## src/rtl/gate_deadtime_ctrl.sv

```systemverilog
module gate_deadtime_ctrl #(
  parameter int CW = 8
) (
  input  logic          clk,
  input  logic          rst_n,
  input  logic          above_hi,
  input  logic          below_lo,
  input  logic [CW-1:0] dead_cycles,
  input  logic [CW-1:0] qual_cycles,
  output logic          hs_en,
  output logic          ls_en,
  output logic          float_off
);

  logic          mid, cur, qual, done, off_n, restart;
  logic          lvl;
  logic [CW-1:0] qcnt, run, run_n;

  // flags equal: either floating between thresholds or an invalid pair
  assign mid     = (above_hi == below_lo);
  assign cur     = mid ? lvl : above_hi;
  assign qual    = float_off ? !mid : mid;
  assign done    = qual && (qcnt == qual_cycles);
  assign off_n   = float_off ^ done;
  assign restart = off_n || float_off || (cur != lvl);
  assign run_n   = restart ? '0 : ((run >= dead_cycles) ? run : run + 1'b1);

  always_ff @(posedge clk) begin
    if (!rst_n) begin
      float_off <= 1'b1;
      qcnt      <= '0;
      lvl       <= 1'b0;
      run       <= '0;
      hs_en     <= 1'b0;
      ls_en     <= 1'b0;
    end else begin
      float_off <= off_n;
      qcnt      <= (qual && !done) ? qcnt + 1'b1 : '0;
      lvl       <= cur;
      run       <= run_n;
      hs_en     <= !off_n &&  cur && (run_n >= dead_cycles);
      ls_en     <= !off_n && !cur && (run_n >= dead_cycles);
    end
  end

  p_never_both_r6: assert property (@(posedge clk) disable iff (!rst_n)
    !(hs_en && ls_en));

  p_ls_drop_r2: assert property (@(posedge clk) disable iff (!rst_n)
    (above_hi && !below_lo) |=> !ls_en);

  p_hs_drop_r4: assert property (@(posedge clk) disable iff (!rst_n)
    (below_lo && !above_hi) |=> !hs_en);

  p_gap_r3: assert property (@(posedge clk) disable iff (!rst_n)
    ($rose(hs_en) && $past(dead_cycles) != '0) |-> $past(!ls_en));

  p_gap_r5: assert property (@(posedge clk) disable iff (!rst_n)
    ($rose(ls_en) && $past(dead_cycles) != '0) |-> $past(!hs_en));

  p_off_quiet_r10: assert property (@(posedge clk) disable iff (!rst_n)
    float_off |-> (!hs_en && !ls_en));

  p_enter_mid_r7: assert property (@(posedge clk) disable iff (!rst_n)
    $rose(float_off) |-> $past(above_hi == below_lo));

  p_exit_valid_r8: assert property (@(posedge clk) disable iff (!rst_n)
    $fell(float_off) |-> $past(above_hi != below_lo));

endmodule

```

## config.mk

```make
export PLATFORM = sky130hd
export DESIGN_NAME = gate_deadtime_ctrl
export DESIGN_NICKNAME = d
export VERILOG_FILES = /design/src/rtl/gate_deadtime_ctrl.sv
export SDC_FILE = /design/constraint.sdc
export NUM_CORES = 1
export LEC_CHECK = 0
export BUFFER_PORTS_ARGS = -buffer_cell sky130_fd_sc_hd__buf_2
export CORE_UTILIZATION = 35
export CTS_CLUSTER_DIAMETER = 60
export DETAILED_ROUTE_END_ITERATION = 10
export PLACE_DENSITY = 0.65
export SYNTH_ARGS = -nofsm -noshare
export SYNTH_HDL_FRONTEND = slang
export SYNTH_SLANG_ARGS = --single-unit
```

## constraint.sdc

```tcl
create_clock -name clk -period 5.27 [get_ports clk]
set_input_delay 1.054 -clock clk [delete_from_list [all_inputs] [get_ports clk]]
set_output_delay 1.054 -clock clk [all_outputs]
set_load 0.05 [all_outputs]
```

== Word level (Yosys, flattened, before mapping) ==
Index checks and enable logic that the tools add are counted.

* Output and inout bits: 3
* Register bits after elaboration: 20
* Input port bits: 20

* Equality and inequality tests: 3
* Add/subtract/negate cells: 2
* $lt $le $gt $ge: 2
* Mux-type cells: 4
* Bitwise gates (word level): 1
* Reductions and logical operators: 13

{| class="wikitable"
|+ Operators with widths
! cell !! count
|-
| 8-bit by 1-bit adder with 8-bit output, second input constant || 2
|-
| 8-bit greater-or-equal comparator || 2
|-
| 8-bit 2-to-1 mux || 2
|-
| 8-bit == test || 1
|-
| 1-bit logical AND || 6
|-
| 1-bit zero test || 4
|-
| 1-bit logical OR || 2
|-
| 1-bit 2-to-1 mux || 2
|-
| 2-bit AND reduction || 1
|-
| 1-bit == test || 1
|-
| 1-bit inequality test || 1
|-
| 1-bit XOR || 1
|}

== Logic depth before layout (Yosys ltp) ==
Gate-level depths: netlist of run 1.

* Depth in word-level cells: 10
* Mapped depth: 14
* Mapped depth without buffers: 13

== Least setup slack after synthesis of run 1 ==
No wires, ideal clock.

* Kind: input to register
* From: in dead_cycles[7]
* To: reg hs_en
* Cell stages on the path: 12
* Library setup time: 129 ps
* Buffers on the path: 1
* Data arrival time: 3,701 ps
* Path slack: 1,440 ps
* Cell sequence: inv_1 -> ha_1 -> and3_1 -> a221o_1 -> buf_2 -> or4_1 -> a21oi_1 -> ha_1 -> a211oi_1 -> o21ai_0 -> a221oi_1 -> nor4_1

* Cells in the longest elaborated chain, start to end: 5

{| class="wikitable"
|+ Ends and longest elaborated chain
! item !! RTL line !! text
|-
| start, declared || 8 || <nowiki>input logic [CW-1:0] dead_cycles,</nowiki>
|-
| 8-bit greater-or-equal comparator || 26 || <nowiki>assign run_n = restart ? '0 : ((run >= dead_cycles) ? run : run + 1'b1);</nowiki>
|-
| 8-bit 2-to-1 mux (2 in a row) || 26 ||
|-
| named net run_n[3] || 17 || <nowiki>logic [CW-1:0] qcnt, run, run_n;</nowiki>
|-
| 8-bit greater-or-equal comparator || 41 || <nowiki>hs_en <= !off_n && cur && (run_n >= dead_cycles);</nowiki>
|-
| 1-bit logical AND || 41 ||
|-
| end signal, assigned || 41 ||
|-
| end, declared || 10 || <nowiki>output logic hs_en,</nowiki>
|}

The timed path passes the listed nets, and every way through them passes these cells.
A chain may end at the register's enable or synchronous reset.

== Worst setup path in the final report of run 1 ==
* From: in dead_cycles[1]
* To: reg ls_en

* Cells in the longest elaborated chain, start to end: 5

{| class="wikitable"
|+ Ends and longest elaborated chain
! item !! RTL line !! text
|-
| 8-bit greater-or-equal comparator || 26 ||
|-
| 8-bit 2-to-1 mux (2 in a row) || 26 ||
|-
| named net run_n[3] || 17 ||
|-
| 8-bit greater-or-equal comparator || 42 || <nowiki>ls_en <= !off_n && !cur && (run_n >= dead_cycles);</nowiki>
|-
| 1-bit logical AND || 42 ||
|-
| end signal, assigned || 42 ||
|-
| end, declared || 11 || <nowiki>output logic ls_en,</nowiki>
|}

The timed path passes the listed nets, and every way through them passes these cells.

==> results.json, run 1 <==
{
  "rsz0062_at_grt": "false",
  "pwr-share-seq_pct": 46.1,
  "die_area_um2": 4230,
  "finalSetupViolCount": 0,
  "synth_cells": 161,
  "synth.net_count": 199,
  "grt.total_usage_pct": 15.0,
  "num_antenna_cells": 0,
  "detail_route.first_pass.iterations": 4,
  "intPower_uw": 268,
  "numPortBuffers": 22,
  "clockBufferDepth": 2,
  "met1_length_mm": 1.27,
  "min_path_type": "register to register",
  "worst_pin_slew_ps": 550,
  "post_cts_buffers": 0,
  "syn_to_final_growth_pct": 15.5,
  "drc": 0,
  "timing.critical_path.mode_cell": "ha_1",
  "post_drt_wl_per_cell_um": 11.8,
  "grt_start_max_net_pins": 15,
  "pwr-share-clk_pct": 44.7,
  "antenna_found_initial": 0,
  "dr_wl_met3_um": 105,
  "synth_edf_count": 0,
  "swShare_pct": 20.1,
  "core_area_um2": 3740,
  "drive_above_1_share_pct": 15.8,
  "first_global_vias": 1152,
  "synthFlopType": "dfxtp_1",
  "clk_pin_slew_ps": 70,
  "crit_type": "input pin to register",
  "worst_ep_required_time_ps": 5400,
  "combPwrFrac_pct": 9.2,
  "synth_seq_area_share_pct": 28.8,
  "cts_buffers": 3,
  "num_vias": 1163,
  "ctsRootBufferMaster": "clkbuf_8",
  "dp_hpwl_mm": 2.25,
  "synth_area_um2": 1390,
  "avgViaCountPerCell": 5.03,
  "maxCapViolations": 0,
  "post-route-period-util_pct": 74.9,
  "place_congestion": 0.811,
  "tritoncts": "built",
  "top_layer": "met4",
  "ant_nets": 0,
  "htree_levels": 1,
  "synth.distinct_cells": 38,
  "hold_viol": 0,
  "ir_drop_mv": 0.191,
  "crit_path_end_kind": "register",
  "cts-resized-gates": 0,
  "switching_power_uw": 67.6,
  "worst_ep_arrival_time_ps": 4080,
  "crit_path_top_delay_cell": "or4_1",
  "timing.final.ws_setup_ps": 1320,
  "place_worst_setup_slack_ps": 1120,
  "ys_warn_count": 0,
  "holdBufCountCts": 0,
  "grt_pass1_wl_mm": 4.97,
  "crit_fanout": 14,
  "post_dp_cell_area_um2": 1540,
  "rows": 22,
  "wl_met2_mm": 1.35,
  "power_density_nw_per_um2": 209,
  "cpPeakStageDelay_ps": 540,
  "grt_overflow": 0,
  "max_freq_mhz": 253,
  "p_leak_nw": 0.715,
  "die_h_um": 65.1,
  "die_width_um": 65.1,
  "relSlewSlack_pct": 62.9,
  "routed_wl_mm": 2.74,
  "critical_path.cell_chain": "buf_2 > inv_1 > ha_1 > nor2b_1 > o211a_1 > o311a_4 > or4_1 > a21oi_1 > ha_1 > a211oi_1 > o21ai_0 > a221oi_1 > nor4_1",
  "skew_ps": 4.45,
  "min_period_ps": 3950,
  "design_area_um2": 1610,
  "ios": 23,
  "first_iter_violations": 34,
  "initial_utilization_pct": 37.2,
  "ys_seq_elements": 20,
  "synthArstFlopShare_pct": 0,
  "insertion_delay_ps": 250,
  "finalSetupTns_ps": 0,
  "final_nets": 222,
  "status": "complete, no violations",
  "postSynthAreaPerCell_um2": 8.65,
  "start_kind": "input pin",
  "maxSlewViolCount": 0,
  "cts_num_sinks": 20
}
Yosys cell counts (2+ instances only):
cell	count	share of area, %
inv_1	11	3.0
xor2_1	12	7.5
or4_1	4	2.2
ha_1	18	16
xnor2_1	4	2.5
nand2b_1	2	0.90
or3_1	2	0.90
nand3_1	9	3.2
nor2_1	13	3.5
a221oi_1	2	1.3
nor4_1	3	1.3
a21oi_1	17	6.1
nand2_1	7	1.9
a21o_1	3	1.6
o21ai_1	3	1.1
buf_2	3	1.1
dfxtp_1	20	29
or2_1	2	0.90
and3_1	2	0.90
o31ai_1	5	2.7
nor2b_1	2	0.90
path summary, 6_finish.rpt:
path	to	startpoint	cells after the start	slack [ps]
hold / removal	qcnt[0]$_SDFF_PN0_	qcnt[0]$_SDFF_PN0_	1	500
setup reg to reg	ls_en$_SDFF_PN0_	run[1]$_SDFF_PN0_	11	1900
hold reg to reg	qcnt[0]$_SDFF_PN0_	qcnt[0]$_SDFF_PN0_	1	500
setup / recovery	ls_en$_SDFF_PN0_	dead_cycles[1]	13	1320
critical path, delay by kind of cell:
kind / cells / cell delay (ps)
buffers and inverters: 2 / 110
AO/OA/AOI/OAI: 6 / 1590
AND/OR/NAND/NOR: 3 / 770
adder cells (fa/ha/maj): 2 / 560
registers in the layout (all words and copies together) (netlist names):
name and cells:
float_off 1, hs_en 1, ls_en 1, lvl 1, qcnt 8, run 8
layout by cell type, fill, tap and decap left out, types with 2 or more instances in the layout:
cell / Yosys / layout
buf_2: 3 / 22
dfxtp_1: 20 / 20
ha_1: 18 / 18
a21oi_1: 17 / 17
nor2_1: 13 / 13
xor2_1: 12 / 12
inv_1: 11 / 11
nand3_1: 9 / 9
nand2_1: 7 / 7
o31ai_1: 5 / 5
xnor2_1: 4 / 4
or4_1: 4 / 4
a21o_1: 3 / 3
nor4_1: 3 / 3
o21ai_1: 3 / 3
clkbuf_8: 0 / 3
nor2b_1: 2 / 2
and3_1: 2 / 2
or3_1: 2 / 2
a221oi_1: 2 / 2
or2_1: 2 / 2
nand2b_1: 2 / 2
metrics by stage:
step                std cells  power [mW]  hold WS (ps)  util (%)
floorplan                 161       0.176           451         -
global placement          227       0.189           478      41.0
detailed placement        227       0.190           482      41.0
CTS                       231       0.343           499      42.9
global route              231       0.352           543      42.9
finish                    231       0.336           499      42.9
metal layers:
| layer | GRT usage [%] | vias to the layer above |
|---|---|---|
| met1 | 17.3 | 504 |
| li1 | - | 636 |
| met3 | 4.05 | 2 |
| met2 | 27.5 | 21 |
| met4 | 2.99 | 0 |
| met5 | 0 | - |
logic make-up (layout without fill, tap and decap cells):
group | Yosys count | count (layout) | synth area share, %
adders and majority gates | 18 | 18 | 16.2
xor gates and xnor gates | 16 | 16 | 10.1
DFF | 20 | 20 | 28.8
buffers and inverters | 15 | 37 | 4.85
and+or+nand+nor | 52 | 52 | 20.1
muxes | 1 | 1 | 0.809
AOI/OAI and AO/OA | 39 | 39 | 19.2
power groups by stage:
stage	Sequential, mW	Clock (mW)	Combinational, mW
2_1_floorplan	0.158	0	0.0184
3_3_place_gp	0.158	0	0.0309
3_5_place_dp	0.158	0	0.0315
4_1_cts	0.155	0.157	0.0317
5_1_grt	0.155	0.161	0.0362
6_report	0.155	0.150	0.0310
final cells by class:
cell class	count	area (µm²)
flip-flops and latches	20	400
repair buffers	22	110
multi-input cells	126	925
well taps	48	60.1
inverters	11	41.3
fillers	401	2140
clock buffers	3	41.3
clock inverters	1	30.0
Power figures use the tool's default switching activity.
==> run 2: changes to the inputs <==
--- a/config.mk
+++ b/config.mk
@@ -9,7 +9,7 @@
 export CORE_UTILIZATION = 35
 export CTS_CLUSTER_DIAMETER = 60
 export DETAILED_ROUTE_END_ITERATION = 10
-export PLACE_DENSITY = 0.65
+export PLACE_DENSITY = 0.67
 export SYNTH_ARGS = -nofsm -noshare
 export SYNTH_HDL_FRONTEND = slang
 export SYNTH_SLANG_ARGS = --single-unit
==> constraint.sdc (replaced) <==
create_clock -name clk -period 3.5 [get_ports clk]
set_input_delay 0.7 -clock clk [delete_from_list [all_inputs] [get_ports clk]]
set_output_delay 0.7 -clock clk [all_outputs]
set_load 0.05 [all_outputs]
==> run 2 against run 1 <==
Register-to-register slack lost 1500 ps. Via count grew 9.4%. Cell area rose by 7.9%. Sequential share of layout area is 1.8 points lower. Clock skew barely moved. Combinational power rose by 75%. Wire length rose by 11%. Non-clock buffer count rose by 14. Worst hold slack got worse by 3.7 ps. First-iteration DRC count is 5.9% higher. Sequential power up 50%.
==> results.json, run 2 (synthesized netlist as in run 1, its figures left out) <==
{
  "intPower_uw": 357,
  "maxCapViolations": 0,
  "antenna_found_initial": 0,
  "grt.total_usage_pct": 15.8,
  "reg_top3": "qcnt (8), run (8)",
  "crit_type": "input pin to register",
  "start_kind": "input pin",
  "fin_hold_ws_ps": 495,
  "ios": 23,
  "die_area_um2": 4230,
  "syn_to_final_growth_pct": 24.6,
  "pwr-share-seq_pct": 49.8,
  "initial_utilization_pct": 37.2,
  "relSlewSlack_pct": 68.9,
  "max_freq_mhz": 300,
  "worst_ep_required_time_ps": 3650,
  "clk_pin_slew_ps": 80,
  "post_cts_buffers": 0,
  "first_iter_violations": 36,
  "fin_util_pct": 46.4,
  "holdBufCountCts": 0,
  "detail_route.first_pass.iterations": 4,
  "worst_pin_slew_ps": 462,
  "fillers": 387,
  "num_vias": 1272,
  "combPwrFrac_pct": 11.6,
  "insertion_delay_ps": 260,
  "crit_fanout": 4,
  "switching_power_uw": 110,
  "place_worst_setup_slack_ps": -197,
  "finalSetupViolCount": 0,
  "ant_nets": 0,
  "clockBufferDepth": 2,
  "power_density_nw_per_um2": 269,
  "final_cell_mix": "buf_2, dfxtp_1, ha_1",
  "grt_overflow": 0,
  "post_drt_wl_per_cell_um": 12.4,
  "pwr-share-clk_pct": 38.6,
  "cts_buffers": 3,
  "ir_drop_mv": 0.158,
  "drive_above_1_share_pct": 26.4,
  "hold_viol": 0,
  "min_path_cells": 1,
  "final_common_cell": "buf_2",
  "reg2regPathDepth": 11,
  "cts_num_sinks": 20,
  "numPortBuffers": 22,
  "die_h_um": 65.1,
  "grt_pass1_wl_mm": 5.19,
  "num_antenna_cells": 0,
  "status": "complete, no violations",
  "routed_wl_mm": 3.05,
  "skew_ps": 4.91,
  "rows": 22,
  "timing.final.ws_setup_ps": 167,
  "ctsRootBufferMaster": "clkbuf_8",
  "first_global_vias": 1200,
  "grt_start_max_net_pins": 12,
  "min_path_type": "register to register",
  "maxSlewViolCount": 0,
  "htree_levels": 1,
  "crit_path_end_kind": "register",
  "drc": 0,
  "avgViaCountPerCell": 5.19,
  "dp_hpwl_mm": 2.36,
  "final_nets": 236,
  "core_area_um2": 3740,
  "tritoncts": "built",
  "post-route-period-util_pct": 95.2,
  "die_width_um": 65.1,
  "min_period_ps": 3330,
  "worst_ep_arrival_time_ps": 3480,
  "place_congestion": 0.826,
  "swShare_pct": 23.5,
  "p_leak_nw": 0.790,
  "finalSetupTns_ps": 0
}
## run 2: worst paths after layout
kind	endpoint	startpoint	slack (ps)
max	hs_en$_SDFF_PN0_	dead_cycles[1]	170
min	qcnt[0]$_SDFF_PN0_	qcnt[0]$_SDFF_PN0_	500
max reg2reg	hs_en$_SDFF_PN0_	run[1]$_SDFF_PN0_	370
min reg2reg	qcnt[0]$_SDFF_PN0_	qcnt[0]$_SDFF_PN0_	500
## run 2: area by class of cell
type,instances,area (µm²),area share (%)
Multi-Input combinational cell,126,963,55.5
Sequential cell,20,400,23.1
Inverter,11,41.3,2.38
Tap cell,48,60.1,3.46
Clock buffer,4,55.1,3.17
Timing Repair Buffer,36,215,12.4
## run 2: repair_timing
action / 4_1_cts / 5_1_grt
resized for setup: 0 / 10
pin swaps: 1 / 1
gates cloned: 0 / 0
endpoints found under the setup margin: 1 / 2
## run 2: power groups by stage
stage | logic [mW] | registers [mW] | clock network, mW
after floorplan | 0.0277 | 0.238 | 0
after global placement | 0.0529 | 0.238 | 0
after detailed placement | 0.0535 | 0.238 | 0
after CTS | 0.0543 | 0.233 | 0.181
after global routing | 0.0623 | 0.233 | 0.189
final | 0.0542 | 0.233 | 0.180
## run 2: worst max-delay path, stage by stage
cell	delay, ps
buf_2	70
inv_1	40
ha_1	290
nor2b_1	130
o211a_1	230
o311a_4	370
or4_4	520
a21oi_2	140
ha_1	260
a211oi_2	210
o21ai_1	120
a221oi_2	320
nor4_1	80
## run 2: per-stage QoR
step	total power [mW]	cell area (µm²)	instances
global route	0.485	1740	245
detailed placement	0.292	1640	241
global placement	0.291	1640	241
floorplan	0.265	1390	161
CTS	0.468	1700	245
finish	0.467	1740	245
## run 2: routing by layer
layer	track usage, %	part of all wire (%)	wire length, µm
met5	0	0	0
met4	2.45	0.62	19
met3	3.70	3.3	102
met2	28.8	49	1510
met1	19.0	47	1420
==> run 3: changes to the inputs <==
--- a/config.mk
+++ b/config.mk
@@ -6,10 +6,11 @@
 export NUM_CORES = 1
 export LEC_CHECK = 0
 export BUFFER_PORTS_ARGS = -buffer_cell sky130_fd_sc_hd__buf_2
+export CORE_MARGIN = 2
 export CORE_UTILIZATION = 35
 export CTS_CLUSTER_DIAMETER = 60
 export DETAILED_ROUTE_END_ITERATION = 10
-export PLACE_DENSITY = 0.67
+export PLACE_DENSITY = 0.65
 export SYNTH_ARGS = -nofsm -noshare
 export SYNTH_HDL_FRONTEND = slang
 export SYNTH_SLANG_ARGS = --single-unit
==> constraint.sdc (replaced) <==
create_clock -name clk -period 3.2 [get_ports clk]
set_input_delay 0.64 -clock clk [delete_from_list [all_inputs] [get_ports clk]]
set_output_delay 0.64 -clock clk [all_outputs]
set_load 0.05 [all_outputs]
==> run 3 against run 2 <==
Clock skew fell by 4.0 ps. Sequential power rose by 9.4%. Cell count rose by 2.0%. Clock-buffer cell count fell by 1. Utilization rose by 3.1 points. Wire length rose by 17%. Non-clock buffer count rose by 4. Via count rose by 4.1%. First-iteration DRC count rose by 47%. Die area rose by 6.2%. Worst hold slack got worse by 2.3 ps. Largest cell class unchanged.
==> results.json, run 3 (synthesized netlist as in run 1, its figures left out) <==
{
  "cts_buffers": 3,
  "min_path_cells": 1,
  "grt_start_max_net_pins": 13,
  "place_congestion": 0.836,
  "grt_overflow": 0,
  "die_area_um2": 4500,
  "numPortBuffers": 22,
  "insertion_delay_ps": 260,
  "place_worst_setup_slack_ps": -248,
  "crit_type": "input pin to register",
  "clk_pin_slew_ps": 80,
  "finalSetupTns_ps": 0,
  "initial_utilization_pct": 37.2,
  "tritoncts": "built",
  "multi_input_area_um2": 1030,
  "die_h_um": 67.1,
  "final_cell_mix": "buf_2, dfxtp_1, buf_4",
  "routed_wl_mm": 3.56,
  "drc": 0,
  "drive_above_1_share_pct": 32.2,
  "core_area_um2": 3740,
  "finalSetupViolCount": 0,
  "antenna_found_initial": 0,
  "crit_path_top_delay_cell": "or3_1",
  "num_antenna_cells": 0,
  "power_density_nw_per_um2": 310,
  "htree_levels": 1,
  "cpPeakStageDelay_ps": 380,
  "maxSlewViolCount": 0,
  "p_leak_nw": 0.825,
  "timing.final.ws_setup_ps": 71.6,
  "rows": 22,
  "ant_nets": 0,
  "first_iter_violations": 53,
  "relSlewSlack_pct": 70.2,
  "worst_ep_arrival_time_ps": 3280,
  "worst_ep_required_time_ps": 3350,
  "worst_pin_slew_ps": 443,
  "ctsRootBufferMaster": "clkbuf_8",
  "min_period_ps": 3130,
  "grt.total_usage_pct": 14.9,
  "post-route-period-util_pct": 97.8,
  "ir_drop_mv": 0.221,
  "ios": 23,
  "dp.cells": 245,
  "clockBufferDepth": 2,
  "cts_num_sinks": 20,
  "syn_to_final_growth_pct": 33.1,
  "stdcell_count": 250,
  "num_vias": 1324,
  "fin_hold_ws_ps": 493,
  "post_drt_wl_per_cell_um": 14.2,
  "crit_path_end_kind": "register",
  "dp_hpwl_mm": 2.49,
  "fillers": 375,
  "status": "complete, no violations",
  "fin_util_pct": 49.5,
  "reg2regPathDepth": 12,
  "final_common_cell": "buf_2",
  "grt_pass1_wl_mm": 5.08,
  "detail_route.first_pass.iterations": 4,
  "crit_fanout": 5,
  "skew_ps": 0.944,
  "post_cts_buffers": 0,
  "start_kind": "input pin",
  "maxCapViolations": 0,
  "min_path_type": "register to register",
  "die_width_um": 67.1,
  "avgViaCountPerCell": 5.30,
  "final_nets": 241,
  "critical_path.cell_chain": "buf_2 > inv_2 > ha_4 > nor2b_1 > o211a_1 > o311a_4 > buf_4 > or3_1 > a21oi_1 > ha_1 > nand2_1 > o21ai_1 > a221oi_2 > nor4_1",
  "max_freq_mhz": 320,
  "first_global_vias": 1236,
  "reg_top3": "qcnt (8), run (8)",
  "seq_area_um2": 400,
  "hold_viol": 0
}
[run 3: cell count changes in the layout (fill, tap and decap cells not counted), moves of 2 or more]
| cell | delta |
|---|---|
| ha_4 | +2 |
| a21oi_1 | -2 |
| ha_1 | -2 |
| buf_4 | +4 |
[run 3: final cells by class]
class	instances	share of cell area (%)
Clock buffer	3	2.23
Multi-Input combinational cell	127	55.8
Sequential cell	20	21.6
Timing Repair Buffer	40	13.2
Tap cell	48	3.24
Inverter	11	2.23
Clock inverter	1	1.62
[run 3: through the flow]
step	area (µm²)	power, mW
2_1_floorplan	1430	0.292
3_3_place_gp	1700	0.322
3_5_place_dp	1700	0.324
4_1_cts	1770	0.575
5_1_grt	1850	0.605
6_report	1850	0.575
[run 3: path summary, 6_finish.rpt]
kind | startpoint | end | slack (ps)
max | dead_cycles[1] | hs_en$_SDFF_PN0_ | 70
min | qcnt[0]$_SDFF_PN0_ | qcnt[0]$_SDFF_PN0_ | 490
max reg2reg | run[1]$_SDFF_PN0_ | hs_en$_SDFF_PN0_ | 170
min reg2reg | qcnt[0]$_SDFF_PN0_ | qcnt[0]$_SDFF_PN0_ | 490
[run 3: timing repair]
item	in CTS	in global routing
setup endpoints to repair	0	2
hold buffers	0	0
resized for setup	0	14
[run 3: per-layer routing]
metal,global-route usage (%),wire (µm)
met2,27.8,1850
met4,4.08,54
met3,4.39,189
met5,0,0
met1,16.1,1470
[run 3: where the power goes]
group | leakage [nW] | total, mW | internal [mW] | switching [mW]
clock network | 0.0357 | 0.253 | 0.167 | 0.0862
registers | 0.162 | 0.255 | 0.251 | 0.00316
logic | 0.628 | 0.0671 | 0.0341 | 0.0330
total | 0.825 | 0.575 | 0.452 | 0.122
[run 3: worst max-delay path, delay by kind of cell]
kind	cells	cell delay [ps]
fa+ha+maj	2	460
buf+inv	3	340
compound gates	5	1180
simple gates	4	650
